<file path="config.mk">
export PLATFORM = sky130hd
export DESIGN_NAME = i2c_regport
export DESIGN_NICKNAME = d
export VERILOG_FILES = /design/src/rtl/i2c_regport_pkg.sv /design/src/rtl/i2c_pin_filter.sv /design/src/rtl/i2c_bus_events.sv /design/src/rtl/i2c_slave_ctrl.sv /design/src/rtl/i2c_regport.sv
export SDC_FILE = /design/constraint.sdc
export NUM_CORES = 1
export LEC_CHECK = 0
export BUFFER_PORTS_ARGS = -buffer_cell sky130_fd_sc_hd__buf_2
export CORE_ASPECT_RATIO = 1.75
export CORE_MARGIN = 2
export CORE_UTILIZATION = 64
export CTS_BUF_LIST = sky130_fd_sc_hd__clkbuf_8 sky130_fd_sc_hd__clkbuf_16
export DETAILED_ROUTE_END_ITERATION = 6
export GPL_TIMING_DRIVEN = 1
export PLACE_DENSITY = 0.85
export REMOVE_ABC_BUFFERS = 1
export SETUP_SLACK_MARGIN = 0.5
export SYNTH_ARGS = -nofsm -noshare
export SYNTH_HDL_FRONTEND = slang
export SYNTH_SLANG_ARGS = --single-unit
</file>
<file path="constraint.sdc">
create_clock -name clk -period 5.4 [get_ports clk]
set_input_delay 0.27 -clock clk [delete_from_list [all_inputs] [get_ports clk]]
set_output_delay 0.27 -clock clk [all_outputs]
set_load 0.01 [all_outputs]
</file>
<file path="src/rtl/i2c_regport_pkg.sv">
`timescale 1ns/1ps
// Shared definitions for the I2C register port.
// Assumes byte-wide data and a 16-bit register address space.
package i2c_regport_pkg;
    typedef enum logic [2:0] {
        PH_IDLE,
        PH_DEV,
        PH_RAH,
        PH_RAL,
        PH_WDATA,
        PH_RDATA
    } phase_t;

    localparam int          REG_AW     = 16;
    localparam int          BYTE_W     = 8;
    localparam logic [3:0]  DEV_NIBBLE = 4'b1001;
endpackage

</file>
<file path="src/rtl/i2c_pin_filter.sv">
`timescale 1ns/1ps
// Synchronises one bus pin into the system clock and rejects pulses
// shorter than FILT_CYC cycles. The output follows the synchronised
// input only after it has held a new value for FILT_CYC consecutive cycles.
// Assumes the bus idles high, so the reset value is 1.
module i2c_pin_filter #(
    parameter int FILT_CYC    = 11,
    parameter int SYNC_STAGES = 2
) (
    input  logic clk,
    input  logic rst_n,
    input  logic pin_in,
    output logic level
);
    localparam int CW = $clog2(FILT_CYC + 1);

    logic [SYNC_STAGES-1:0] sync_q;
    logic [CW-1:0]          run_cnt;
    logic                   raw;

    // Metastability chain for the asynchronous pin.
    always_ff @(posedge clk) begin
        if (!rst_n) sync_q <= '1;
        else        sync_q <= {sync_q[SYNC_STAGES-2:0], pin_in};
    end

    assign raw = sync_q[SYNC_STAGES-1];

    // Count how long the input has differed from the output; flip once it has lasted long enough.
    always_ff @(posedge clk) begin
        if (!rst_n) begin
            level   <= 1'b1;
            run_cnt <= '0;
        end else if (raw == level) begin
            run_cnt <= '0;
        end else if (run_cnt == CW'(FILT_CYC - 1)) begin
            level   <= raw;
            run_cnt <= '0;
        end else begin
            run_cnt <= run_cnt + 1'b1;
        end
    end
endmodule

</file>
<file path="src/rtl/i2c_bus_events.sv">
`timescale 1ns/1ps
// Turns the filtered SCL/SDA levels into single-cycle events:
// SCL rising, SCL falling, start (SDA falls while SCL high) and
// stop (SDA rises while SCL high). Assumes clean, filtered inputs.
module i2c_bus_events (
    input  logic clk,
    input  logic rst_n,
    input  logic scl_lvl,
    input  logic sda_lvl,
    output logic scl_rise,
    output logic scl_fall,
    output logic start_ev,
    output logic stop_ev
);
    logic scl_prev;
    logic sda_prev;

    // Hold last cycle's levels for edge detection.
    always_ff @(posedge clk) begin
        if (!rst_n) begin
            scl_prev <= 1'b1;
            sda_prev <= 1'b1;
        end else begin
            scl_prev <= scl_lvl;
            sda_prev <= sda_lvl;
        end
    end

    // Decode the edge and condition events.
    always_comb begin
        scl_rise = !scl_prev && scl_lvl;
        scl_fall = scl_prev && !scl_lvl;
        start_ev = scl_prev && scl_lvl && sda_prev && !sda_lvl;
        stop_ev  = scl_prev && scl_lvl && !sda_prev && sda_lvl;
    end
endmodule

</file>
<file path="src/rtl/i2c_slave_ctrl.sv">
`timescale 1ns/1ps
// Byte-level protocol engine: address match, two-byte register
// address, write data, read bursts and acknowledge handling.
// Assumes the register file returns read data one cycle after reg_rd_en.
// SDA changes are made only on SCL falling events.
module i2c_slave_ctrl
    import i2c_regport_pkg::*;
(
    input  logic              clk,
    input  logic              rst_n,
    input  logic              scl_rise,
    input  logic              scl_fall,
    input  logic              start_ev,
    input  logic              stop_ev,
    input  logic              sda_lvl,
    input  logic [2:0]        dev_low,
    input  logic [BYTE_W-1:0] reg_rdata,
    output logic              sda_oe,
    output logic              reg_wr_en,
    output logic              reg_rd_en,
    output logic [REG_AW-1:0] reg_addr,
    output logic [BYTE_W-1:0] reg_wdata,
    output phase_t            phase
);
    logic [3:0]        bit_cnt;
    logic [BYTE_W-1:0] shreg;
    logic [BYTE_W-1:0] txreg;
    logic [REG_AW-1:0] ptr;
    logic              rnw;
    logic              mst_ack;
    logic              rd_pend;
    logic              addr_hit;

    assign addr_hit = (shreg[7:1] == {DEV_NIBBLE, dev_low});

    // Main protocol sequencer, advanced by bus events.
    always_ff @(posedge clk) begin
        if (!rst_n) begin
            phase     <= PH_IDLE;
            bit_cnt   <= '0;
            shreg     <= '0;
            txreg     <= '0;
            ptr       <= '0;
            rnw       <= 1'b0;
            mst_ack   <= 1'b0;
            rd_pend   <= 1'b0;
            sda_oe    <= 1'b0;
            reg_wr_en <= 1'b0;
            reg_rd_en <= 1'b0;
            reg_addr  <= '0;
            reg_wdata <= '0;
        end else begin
            reg_wr_en <= 1'b0;
            reg_rd_en <= 1'b0;
            rd_pend   <= reg_rd_en;
            if (start_ev) begin
                phase   <= PH_DEV;
                bit_cnt <= '0;
                sda_oe  <= 1'b0;
            end else if (stop_ev) begin
                phase   <= PH_IDLE;
                bit_cnt <= '0;
                sda_oe  <= 1'b0;
            end else if (phase != PH_IDLE) begin
                if (scl_rise) begin
                    if (phase != PH_RDATA && bit_cnt < 4'd8)
                        shreg <= {shreg[6:0], sda_lvl};
                    if (phase == PH_RDATA && bit_cnt == 4'd8) begin
                        mst_ack <= !sda_lvl;
                        if (!sda_lvl) begin
                            reg_rd_en <= 1'b1;
                            reg_addr  <= ptr;
                            ptr       <= ptr + 1'b1;
                        end
                    end
                    bit_cnt <= bit_cnt + 1'b1;
                end else if (scl_fall) begin
                    if (bit_cnt == 4'd8) begin
                        if (phase == PH_RDATA) begin
                            sda_oe <= 1'b0;
                        end else begin
                            case (phase)
                                PH_DEV: begin
                                    if (addr_hit) begin
                                        sda_oe <= 1'b1;
                                        rnw    <= shreg[0];
                                        if (shreg[0]) begin
                                            reg_rd_en <= 1'b1;
                                            reg_addr  <= ptr;
                                            ptr       <= ptr + 1'b1;
                                        end
                                    end else begin
                                        phase <= PH_IDLE;
                                    end
                                end
                                PH_RAH: begin
                                    ptr[15:8] <= shreg;
                                    sda_oe    <= 1'b1;
                                end
                                PH_RAL: begin
                                    ptr[7:0] <= shreg;
                                    sda_oe   <= 1'b1;
                                end
                                PH_WDATA: begin
                                    reg_wr_en <= 1'b1;
                                    reg_addr  <= ptr;
                                    reg_wdata <= shreg;
                                    ptr       <= ptr + 1'b1;
                                    sda_oe    <= 1'b1;
                                end
                                default: sda_oe <= 1'b0;
                            endcase
                        end
                    end else if (bit_cnt == 4'd9) begin
                        bit_cnt <= '0;
                        case (phase)
                            PH_DEV: begin
                                if (rnw) begin
                                    phase  <= PH_RDATA;
                                    sda_oe <= !txreg[7];
                                    txreg  <= {txreg[6:0], 1'b0};
                                end else begin
                                    phase  <= PH_RAH;
                                    sda_oe <= 1'b0;
                                end
                            end
                            PH_RAH: begin
                                phase  <= PH_RAL;
                                sda_oe <= 1'b0;
                            end
                            PH_RAL: begin
                                phase  <= PH_WDATA;
                                sda_oe <= 1'b0;
                            end
                            PH_RDATA: begin
                                if (mst_ack) begin
                                    sda_oe <= !txreg[7];
                                    txreg  <= {txreg[6:0], 1'b0};
                                end else begin
                                    phase  <= PH_IDLE;
                                    sda_oe <= 1'b0;
                                end
                            end
                            default: sda_oe <= 1'b0;
                        endcase
                    end else if (phase == PH_RDATA) begin
                        sda_oe <= !txreg[7];
                        txreg  <= {txreg[6:0], 1'b0};
                    end
                end
            end
            if (rd_pend) txreg <= reg_rdata;
        end
    end
endmodule

</file>
<file path="src/rtl/i2c_regport.sv">
`timescale 1ns/1ps
// Top level of the I2C register-access slave. It filters both bus pins,
// decodes bus events and drives the register bus through the protocol engine.
// Assumes an external open-drain pad: sda_oe = 1 pulls SDA low.
// SCL is input only; the block never stretches the clock.
module i2c_regport
    import i2c_regport_pkg::*;
#(
    parameter int FILT_CYC    = 11,
    parameter int SYNC_STAGES = 2
) (
    input  logic              clk,
    input  logic              rst_n,
    input  logic              scl_in,
    input  logic              sda_in,
    input  logic [2:0]        strap,
    output logic              sda_oe,
    output logic              reg_wr_en,
    output logic              reg_rd_en,
    output logic [REG_AW-1:0] reg_addr,
    output logic [BYTE_W-1:0] reg_wdata,
    input  logic [BYTE_W-1:0] reg_rdata
);
    localparam int NPINS = 2;

    logic [NPINS-1:0] pins_raw;
    logic [NPINS-1:0] pins_flt;
    logic             scl_f;
    logic             sda_f;
    logic             scl_rise, scl_fall, start_ev, stop_ev;
    logic [2:0]       strap_q;
    phase_t           ctrl_phase;

    assign pins_raw = {sda_in, scl_in};

    for (genvar g = 0; g < NPINS; g++) begin : g_filt
        i2c_pin_filter #(
            .FILT_CYC   (FILT_CYC),
            .SYNC_STAGES(SYNC_STAGES)
        ) u_filt (
            .clk   (clk),
            .rst_n (rst_n),
            .pin_in(pins_raw[g]),
            .level (pins_flt[g])
        );
    end

    assign scl_f = pins_flt[0];
    assign sda_f = pins_flt[1];

    // Capture the address strap pins while reset is held.
    always_ff @(posedge clk) begin
        if (!rst_n) strap_q <= strap;
    end

    i2c_bus_events u_events (
        .clk     (clk),
        .rst_n   (rst_n),
        .scl_lvl (scl_f),
        .sda_lvl (sda_f),
        .scl_rise(scl_rise),
        .scl_fall(scl_fall),
        .start_ev(start_ev),
        .stop_ev (stop_ev)
    );

    i2c_slave_ctrl u_ctrl (
        .clk      (clk),
        .rst_n    (rst_n),
        .scl_rise (scl_rise),
        .scl_fall (scl_fall),
        .start_ev (start_ev),
        .stop_ev  (stop_ev),
        .sda_lvl  (sda_f),
        .dev_low  (strap_q),
        .reg_rdata(reg_rdata),
        .sda_oe   (sda_oe),
        .reg_wr_en(reg_wr_en),
        .reg_rd_en(reg_rd_en),
        .reg_addr (reg_addr),
        .reg_wdata(reg_wdata),
        .phase    (ctrl_phase)
    );
endmodule

</file>
==> results of run 1 <==
-- cells in the mapped netlist, types with 10 or more instances --
master / count
mux2i_1: 28
clkbuf_1: 18
dfxtp_1: 85
nand2_1: 45
nor3_1: 13
o21ai_0: 21
o31ai_1: 10
xor2_1: 11
ha_1: 11
nand3_1: 27
o21ai_1: 13
o21ai_2: 10
inv_1: 13
nor2_1: 33
a21oi_1: 42
-- cell families after synthesis --
family	after synthesis
simple gates	189
flops	88
xor+xnor	13
mux	28
buf+inv	53
compound gates	139
fa+ha+maj	11
-- flip-flops by register name, summed over array words and instances (netlist names) --
register               cells
u_ctrl.bit_cnt             4
u_ctrl.phase               3
u_ctrl.reg_wr_en           1
u_ctrl.mst_ack             1
u_events.sda_prev          1
u_ctrl.sda_oe              1
g_filt.u_filt.sync_q       4
u_ctrl.txreg               8
u_ctrl.reg_addr           16
u_ctrl.rd_pend             1
g_filt.u_filt.level        2
u_ctrl.shreg               8
u_ctrl.ptr                16
u_events.scl_prev          1
u_ctrl.rnw                 1
u_ctrl.reg_rd_en           1
u_ctrl.reg_wdata           8
strap_q                    3
g_filt.u_filt.run_cnt      8
-- final timing paths --
path	startpoint	endpoint	slack, ns	depth (start not counted)
worst max-delay path	g_filt[0].u_filt.level$_SDFFE_PN1P_	u_ctrl.reg_addr[15]$_SDFFE_PN0P_	2.58	6
worst min-delay path	strap[2]	strap_q[2]$_DFFE_PN_	0.10	1
worst max register to register	g_filt[0].u_filt.level$_SDFFE_PN1P_	u_ctrl.reg_addr[15]$_SDFFE_PN0P_	2.58	6
worst min register to register	g_filt[1].u_filt.sync_q[0]$_SDFF_PN1_	g_filt[1].u_filt.sync_q[1]$_SDFF_PN1_	0.40	1
-- worst register-to-register path, cell delays in order, from the launching register on --
cell	delay, ns
dfxtp_1	0.39
ha_1	0.58
and4b_1	0.33
a211oi_2	0.08
or4_1	0.94
o21ai_1	0.27
a21oi_1	0.09
-- power breakdown --
part           leakage (uW)  switching, uW  internal, uW
clock              0.000143            258           358
sequential         0.000715           1.96           656
combinational       0.00105           16.1          6.81
-- layer usage --
layer  track usage [%]  up-vias  share of wire, %
li1                  -     1940                 -
met1              31.8     1892                38
met2              50.9      141                52
met3              6.31       42               5.0
met4              19.9        0               4.7
met5                 0        -                 0
-- area by class of cell --
cell class / count / share of cell area (%)
inverters: 14 / 1.05
clock inverters: 7 / 1.43
well taps: 84 / 2.11
clock buffers: 9 / 4.52
flip-flops and latches: 88 / 35.9
multi-input cells: 380 / 50.5
repair buffers: 43 / 4.42
-- stage by stage --
stage / cells / total power [uW] / setup slack [ns] / util (%) / area (um2)
2_1_floorplan: 482 / 682 / 2.96 / - / 4360
3_3_place_gp: 609 / 695 / 2.74 / 67.9 / 4690
3_5_place_dp: 609 / 695 / 2.60 / 67.9 / 4690
4_1_cts: 625 / 1310 / 2.58 / 72.2 / 4980
5_1_grt: 625 / 1340 / 2.37 / 72.2 / 4980
6_report: 625 / 1300 / 2.58 / 72.2 / 4980
==> reports/qor.csv, run 1 <==
stage,metric,value,unit
final_layout,multi_input_area,2520,um2
sta,setup_viol,0,
synth,synth_area_leaders,"dfxtp_1 (37%), mux2i_1 (6.1%), a21oi_1 (4.6%), nand2_1 (3.7%), ha_1 (3.0%)",
floorplan,rows,40,
setup_path,crit_type,register to register,
synth,synth_cell_types,68,
route,drt-vias-per-instance,6.42,
synth,synth_mux_area_share,6.14,%
synth,synth-simple-area-share,23.5,%
setup_path,endpoint_kind,register,
floorplan,dieArea,7850,um2
sta,max_freq,0.355,GHz
floorplan,start_util,66.1,%
synth,synth_edf_count,3,
global_routing,overflow,0,
route,ant_nets,0,
sta,tightest_slew,0.913,ns
synth,synth_cells,521,
cts,cts.sinks,88,
route,firstDrtPassIters,7,
global_routing,grt_pass1_vias,3872,
sta,slew_viol_final,0,
route,vias,4015,
synth,synth_area,4560,um2
floorplan,die_w,67.8,um
sta,period_needed,2.82,ns
cts,cts_resized,0,
floorplan,core,6910,um2
setup_path,slowest_delay,0.94,ns
sta,timing.final.crit_share,52.1,%
final_layout,fillCellCount,528,
synth,ys_ff_latch,88,
sta,tns,0,ns
place,hpwl,7.24,mm
synth,synth_compound_area_share,20.1,%
setup_path,crit_required,5.60,ns
synth,synth-async-reset-ratio,0,%
global_routing,antenna_found_initial,0,
setup_path,path_max_fanout,17,
run,max-cap-violations,0,
cts,root_buffer,clkbuf_16,
synth,synth_top_cell_by_area,dfxtp_1,
cts,path_clk_slew,0.07,ns
hold_path,hold_class,input pin to register,
setup_path,path_buf_inv,0,
place,port_buffers,41,
cts,cts_made_buffers,9,
sta,clock_skew,0.0110,ns
sta,slew_headroom,39.1,%
cts,holdBufCountCts,0,
setup_path,cpMaxStageDelayCell,or4_1,
power,power.density,260,nW/um2
final_layout,nets,562,
sta,rsz0062_at_grt,no,
final_layout,seqCellArea,1790,um2
sta,hold_ws,0.103,ns
synth,synth-xor-area-share,2.50,%
power,max-vdd-ir-drop,0.000252,V
cts,cts_setup_buffers,0,
cts,cts_tree,built,
power,leakagePower,0.00191,uW
synth,synth_top_area_share,37.3,%
floorplan,die_h,116,um
synth,synthAdderAreaFrac,3.02,%
synth,ys.flop_type,dfxtp_1,
route,drt_iter0_drc,351,
synth,seq_area_frac_synth,39.3,%
setup_path,path_delay_family,simple AND/OR/NAND/NOR gates,
route,wirelength,10.7,mm
cts,insertion_delay,0.35,ns
run_status,status,completed,
global_routing,track_usage,29.7,%
sta,finalHoldViolations,0,
cts,cts_max_level,3,
final_layout,synthToLayoutAreaGrowth,9.27,%
synth,synth.avg_cell_area,8.76,um2
final_layout,drive_above_1_share,15.2,%
setup_path,cp-start-kind,register,
final_layout,antenna_cells,0,
final_layout,final_common_cell,dfxtp_1,
synth,ys_warn_count,0,
route,drcViolationCount,0,
place,gp_congestion,0.906,
floorplan,io_pins,42,
global_routing,grt_pass1_wl,17.8,mm
final_layout,final_cell_mix,"dfxtp_1 (85), nand2_1 (45), a21oi_1 (42)",
global_routing,grt_max_degree,47,
setup_path,crit_arrival,3.02,ns
setup_path,path_cells,ha_1 -> and4b_1 -> a211oi_2 -> or4_1 -> o21ai_1 -> a21oi_1,
route,wl_per_cell,17.2,um
synth,synth_top_family_by_area,simple AND/OR/NAND/NOR gates,
cts,clockBufferDepth,2,
No activity file was read; power rests on OpenSTA's default activity.
==> run 2: changes to the inputs <==
Settings changed: CORE_UTILIZATION 64 to 54, PLACE_DENSITY 0.85 to 0.76.
Clock period 5.4 ns to 2.5 ns, I/O delays scaled along.
==> reports/qor.csv, run 2 (synthesis results as in run 1) <==
stage,metric,value,unit
run_status,status,completed,
setup_path,crit_arrival,2.31,ns
sta,tns,0,ns
route,ant_nets,0,
global_routing,overflow,0,
sta,clock_skew,0.00902,ns
setup_path,path_max_fanout,10,
setup_path,path_buf_inv,1,
cts,path_clk_slew,0.06,ns
floorplan,start_util,55.2,%
global_routing,antenna_found_initial,0,
place,port_buffers,41,
sta,period_needed,2.07,ns
route,vias,4323,
sta,setup_viol,0,
global_routing,grt_max_degree,46,
setup_path,cpMaxStageDelayCell,or3_4,
sta,worst_slack,0.435,ns
place,dp_slack,0.144,ns
sta,finalHoldViolations,0,
sta,max_freq,0.484,GHz
final_layout,final_cell_mix,"dfxtp_1 (75), nand2_1 (45), buf_2 (42)",
setup_path,rr_endpoint,u_ctrl.ptr[0]$_SDFFE_PN0P_,
final_layout,synthToLayoutAreaGrowth,23.3,%
cts,insertion_delay,0.36,ns
setup_path,ff2ff_path_depth,7,
cts,root_buffer,clkbuf_16,
cts,cts_made_buffers,9,
final_layout,fillCellCount,649,
setup_path,cp-start-kind,register,
hold_path,min_from,reg_rdata[0],
hold_path,hold_class,input pin to register,
global_routing,grt_pass1_wl,19.2,mm
route,drt-vias-per-instance,6.36,
cts,cts_tree,built,
power,max-vdd-ir-drop,0.000487,V
setup_path,path_cells,inv_2 -> ha_4 -> nor4b_4 -> a211oi_4 -> or3_4 -> o21a_1 -> o31a_1,
floorplan,rows,44,
setup_path,endpoint_kind,register,
hold_path,holdPathEnd,u_ctrl.txreg[0]$_SDFFE_PN0P_,
sta,tightest_slew,0.758,ns
setup_path,slowest_delay,0.42,ns
setup_path,reg2reg_slack,0.43,ns
route,wl_per_cell,18.1,um
final_layout,antenna_cells,0,
route,drcViolationCount,0,
sta,timing.final.crit_share,82.6,%
route,firstDrtPassIters,5,
floorplan,dieArea,9230,um2
global_routing,track_usage,26.4,%
floorplan,core,8260,um2
run,max-cap-violations,0,
final_layout,final_common_cell,dfxtp_1,
final_layout,drive_above_1_share,28.6,%
final_layout,final_core_util,68.1,%
power,leakagePower,0.00221,uW
route,wirelength,12.3,mm
cts,cts.sinks,88,
global_routing,grt_pass1_vias,4068,
power,power.density,495,nW/um2
final_layout,largest_registers,"u_ctrl.ptr x16, u_ctrl.reg_addr x16",
floorplan,die_w,73.5,um
sta,slew_viol_final,0,
cts,cts_max_level,3,
setup_path,crit_required,2.74,ns
floorplan,io_pins,42,
final_layout,nets,610,
hold_path,worstHoldPathCells,3,
setup_path,r2r-start,u_events.scl_prev$_SDFF_PN1_,
setup_path,crit_type,register to register,
cts,clockBufferDepth,2,
route,drt_iter0_drc,406,
sta,slew_headroom,49.2,%
sta,rsz0062_at_grt,yes,
place,hpwl,7.69,mm
place,gp_congestion,0.893,
setup_path,path_delay_family,simple AND/OR/NAND/NOR gates,
floorplan,die_h,126,um
-- run 2: cell types whose count changed in the layout (fill, tap and decap cells not counted), moves of 5 or more --
cell and change:
o21ai_2 +5, o21ai_1 -6, ha_1 -5, dfxtp_1 -10, dfxtp_2 +9, dlygate4sd3_1 +5, buf_4 +34
-- run 2: how the worst max path moves through the flow --
stage | start | end | slack [ns] | depth (start not counted)
after floorplan | g_filt[0].u_filt.level$_SDFFE_PN1P_ | u_ctrl.reg_addr[0]$_SDFFE_PN0P_ | 0.06 | 6
after global placement | u_ctrl.bit_cnt[0]$_SDFFE_PP0P_ | u_ctrl.ptr[0]$_SDFFE_PN0P_ | 0.26 | 7
after detailed placement | u_ctrl.bit_cnt[0]$_SDFFE_PP0P_ | u_ctrl.ptr[1]$_SDFFE_PN0P_ | 0.14 | 7
after CTS | u_ctrl.shreg[6]$_SDFFE_PN0P_ | u_ctrl.ptr[0]$_SDFFE_PN0P_ | 0.47 | 6
after global routing | u_ctrl.phase[2]$_SDFFE_PP0P_ | u_ctrl.reg_addr[14]$_SDFFE_PN0P_ | 0.41 | 6
final | u_events.scl_prev$_SDFF_PN1_ | u_ctrl.ptr[0]$_SDFFE_PN0P_ | 0.43 | 7
-- run 2: routing by layer --
| layer | global-route usage [%] | wire, um |
|---|---|---|
| met5 | 0 | 0 |
| met1 | 29.9 | 4570 |
| met3 | 6.29 | 812 |
| met2 | 43.3 | 6310 |
| met4 | 16.3 | 587 |
-- run 2: worst register-to-register path, delay by kind of cell, from the launching register on --
| kind | cells | cell delay, ns |
|---|---|---|
| and+or+nand+nor | 2 | 0.82 |
| AOI/OAI and AO/OA | 3 | 0.56 |
| DFF | 1 | 0.34 |
| adders and majority gates | 1 | 0.18 |
| buffers and inverters | 1 | 0.05 |
-- run 2: repair_timing --
item / 4_1_cts / 5_1_grt
gates cloned: 1 / 3
hold buffers: 5 / 0
gates resized for setup: 29 / 34
hold endpoints to repair: 5 / 0
setup endpoints to repair: 48 / 43
setup buffers: 5 / 11
pin swaps: 3 / 17
-- run 2: per-stage QoR --
| step | hold WS, ns | power, uW | cell area (um2) | cells |
|---|---|---|---|---|
| 2_1_floorplan | 0.187 | 1470 | 4360 | 482 |
| 3_3_place_gp | 0.303 | 1500 | 4880 | 640 |
| 3_5_place_dp | 0.303 | 1510 | 4880 | 640 |
| 4_1_cts | 0.0176 | 2800 | 5370 | 666 |
| 5_1_grt | 0.0282 | 2880 | 5630 | 680 |
| 6_report | 0.0194 | 2780 | 5630 | 680 |
-- run 2: cell type report --
| class | instances | area (um2) | area share (%) |
|---|---|---|---|
| clock inverters | 6 | 55.1 | 0.978 |
| multi-input cells | 381 | 2720 | 48.3 |
| well taps | 92 | 115 | 2.05 |
| repair buffers | 90 | 657 | 11.7 |
| clock buffers | 9 | 225 | 4.00 |
| inverters | 14 | 52.6 | 0.934 |
| flip-flops and latches | 88 | 1810 | 32.1 |
-- run 2: power breakdown --
group | internal, uW | leakage [uW] | switching (uW)
Sequential | 1420 | 0.000718 | 4.17
Clock | 757 | 0.000144 | 545
Combinational | 23.3 | 0.00134 | 37.3
Total | 2200 | 0.00221 | 587
==> run 3: changes to the inputs <==
Settings changed: ABC_AREA from default to 1, CORE_UTILIZATION 54 to 59, PLACE_DENSITY 0.76 to 0.79.
Clock period 2.5 ns to 2 ns, I/O delays scaled along.
==> reports/qor.csv, run 3 <==
stage,metric,value,unit
power,max-vdd-ir-drop,0.000567,V
setup_path,path_buf_inv,2,
global_routing,overflow,0,
power,leakagePower,0.00261,uW
setup_path,crit_arrival,1.96,ns
setup_path,endpoint_kind,register,
sta,slew_headroom,70.6,%
synth,synth-async-reset-ratio,0,%
synth,synth_area_leaders,"dfxtp_1 (38%), nand2_1 (13%), nor2_1 (10%), inv_1 (5.5%), nand3_1 (5.1%)",
synth,ys.flop_type,dfxtp_1,
place,dp_slack,0.0364,ns
sta,tightest_slew,0.440,ns
run,max-cap-violations,0,
final_layout,final_common_cell,nand2_1,
cts,cts_tree,built,
sta,slew_viol_final,0,
sta,timing.final.crit_share,85.8,%
cts,cts.sinks,88,
floorplan,dieArea,8250,um2
setup_path,slowest_delay,0.37,ns
setup_path,cp-start-kind,register,
synth,synth_cell_types,34,
route,drt_iter0_drc,331,
floorplan,die_w,69.5,um
route,ant_nets,0,
power,p_int,3050,uW
setup_path,crit_required,2.25,ns
place,hpwl,7.83,mm
sta,period_needed,1.72,ns
final_layout,stdcell_area,5990,um2
run_status,status,completed,
final_layout,drive_above_1_share,31.1,%
synth,synth.avg_cell_area,6.87,um2
place,port_buffers,41,
final_layout,final_cell_mix,"nand2_1 (131), nor2_1 (103), dfxtp_1 (74)",
final_layout,synthToLayoutAreaGrowth,35.0,%
power,p_clk_share,51.2,%
setup_path,cpMaxStageDelayCell,dfxtp_4,
power,power.density,638,nW/um2
final_layout,antenna_cells,0,
setup_path,crit_top_cell,nand3_4,
final_layout,largest_registers,"u_ctrl.ptr x16, u_ctrl.reg_addr x16",
setup_path,path_delay_family,simple AND/OR/NAND/NOR gates,
global_routing,antenna_found_initial,0,
global_routing,grt_pass1_vias,4427,
cts,cts_max_level,3,
place,place_area,4760,um2
power,pwr-share-comb,2.4,%
setup_path,crit_type,register to register,
sta,setup_viol,0,
route,wirelength,13.0,mm
floorplan,core,7230,um2
synth,synth_top_area_share,38.4,%
sta,max_freq,0.583,GHz
route,drt-vias-per-instance,5.59,
cts,root_buffer,clkbuf_16,
global_routing,grt_pass1_wl,20.0,mm
synth,synth_area,4430,um2
cts,path_clk_slew,0.06,ns
setup_path,path_max_fanout,8,
place,gp_congestion,0.864,
sta,rsz0062_at_grt,yes,
setup_path,path_cells,ha_4 -> nand3_4 -> nand3_4 -> nor2_4 -> buf_6 -> nand3_4 -> nor2_4 -> buf_12 -> nand2_1 -> nand2_1 -> nor2_1,
floorplan,die_h,119,um
synth,synth_edf_count,3,
sta,clock_skew,0.00368,ns
sta,tns,0,ns
global_routing,grt_max_degree,32,
cts,cts_made_buffers,9,
route,firstDrtPassIters,6,
synth,ys_ff_latch,88,
power,seq_power_share,46.4,%
synth,ys_warn_count,0,
floorplan,io_pins,42,
synth,synth_top_cell_by_area,dfxtp_1,
synth,seq_area_frac_synth,40.4,%
cts,insertion_delay,0.35,ns
sta,worst_slack,0.284,ns
floorplan,start_util,61.3,%
power,p_switching,765,uW
final_layout,nets,754,
synth,synth_most_common_cell,nand2_1,
route,wl_per_cell,15.9,um
hold_path,hold_class,input pin to register,
cts,clockBufferDepth,2,
sta,finalHoldViolations,0,
route,drcViolationCount,0,
synth,synth_commonest_cells,"nand2_1 (156), nor2_1 (119), dfxtp_1 (85)",
power,swShare,20.1,%
floorplan,rows,41,
route,vias,4575,
synth,synth_cells,645,
global_routing,track_usage,30.6,%
setup_path,reg2reg_slack,0.28,ns
==> run 3: changes by cell type after synthesis, sizes merged, moves of 8 or more <==
cell	before	now
mux2i	28	6
nand3	28	52
and4	8	0
nand2	45	159
inv	13	69
nor2	34	121
nand2b	10	0
o31ai	10	2
clkbuf	18	7
==> run 3: worst paths after layout <==
kind,start,to,depth (start not counted)
max,g_filt[0].u_filt.level$_SDFFE_PN1P_,u_ctrl.ptr[4]$_SDFFE_PN0P_,11
min,reg_rdata[0],u_ctrl.txreg[0]$_SDFFE_PN0P_,3
max reg2reg,g_filt[0].u_filt.level$_SDFFE_PN1P_,u_ctrl.ptr[4]$_SDFFE_PN0P_,11
min reg2reg,g_filt[0].u_filt.sync_q[0]$_SDFF_PN1_,g_filt[0].u_filt.sync_q[1]$_SDFF_PN1_,1
==> run 3: layout make-up <==
type,count,area (um2)
flip-flops and latches,88,1820
clock buffers,10,239
well taps,86,108
repair inverters,1,7.51
inverters,70,285
repair buffers,91,716
multi-input cells,467,2700
clock inverters,6,108
fillers,470,1250
==> run 3: worst reg2reg max path, stage by stage (launching register included) <==
cell and delay (ns):
dfxtp_4 0.37, ha_4 0.18, nand3_4 0.10, nand3_4 0.11, nor2_4 0.14, buf_6 0.14, nand3_4 0.09, nor2_4 0.18
buf_12 0.14, nand2_1 0.05, nand2_1 0.06, nor2_1 0.05
==> run 3: metrics by stage <==
step | power (uW) | utilization, % | hold WS, ns | instances
floorplan | 1850 | - | 0.169 | 624
global placement | 1890 | 65.8 | 0.277 | 768
CTS | 3820 | 77.9 | 0.00286 | 809
detailed placement | 1890 | 65.8 | 0.279 | 768
global route | 3900 | 82.8 | 0.0107 | 819
finish | 3820 | 82.8 | 0.00202 | 819
==> run 3: repair_timing <==
item	4_1_cts	5_1_grt
hold endpoints to repair	5	0
resized for setup	98	70
setup endpoints to repair	65	68
hold buffers	5	0
pin swaps	25	33
setup buffers	16	8
gates cloned	4	2
==> run 3: per-layer routing <==
layer | GRT usage [%] | part of all wire, % | up-vias
li1 | - | - | 2223
met1 | 28.6 | 35 | 2131
met2 | 56.4 | 55 | 160
met3 | 4.69 | 3.8 | 61
met4 | 25.2 | 6.8 | 0
met5 | 0 | 0 | -
==> run 3: power by group through the flow <==
stage               sequential (uW)  clock [uW]  combinational [uW]
floorplan                      1820           0                30.8
global placement               1820           0                73.4
detailed placement             1820           0                75.6
CTS                            1770        1960                84.5
global route                   1770        2030                99.9
finish                         1770        1950                92.3
==> run 3: logic make-up after synthesis <==
family	Yosys count	synth area share, %
AOI/OAI and AO/OA	86	10.4
and+or+nand+nor	356	34.5
muxes	6	1.35
DFF	88	40.4
buffers and inverters	91	8.86
adders and majority gates	11	3.10
xor gates and xnor gates	7	1.38
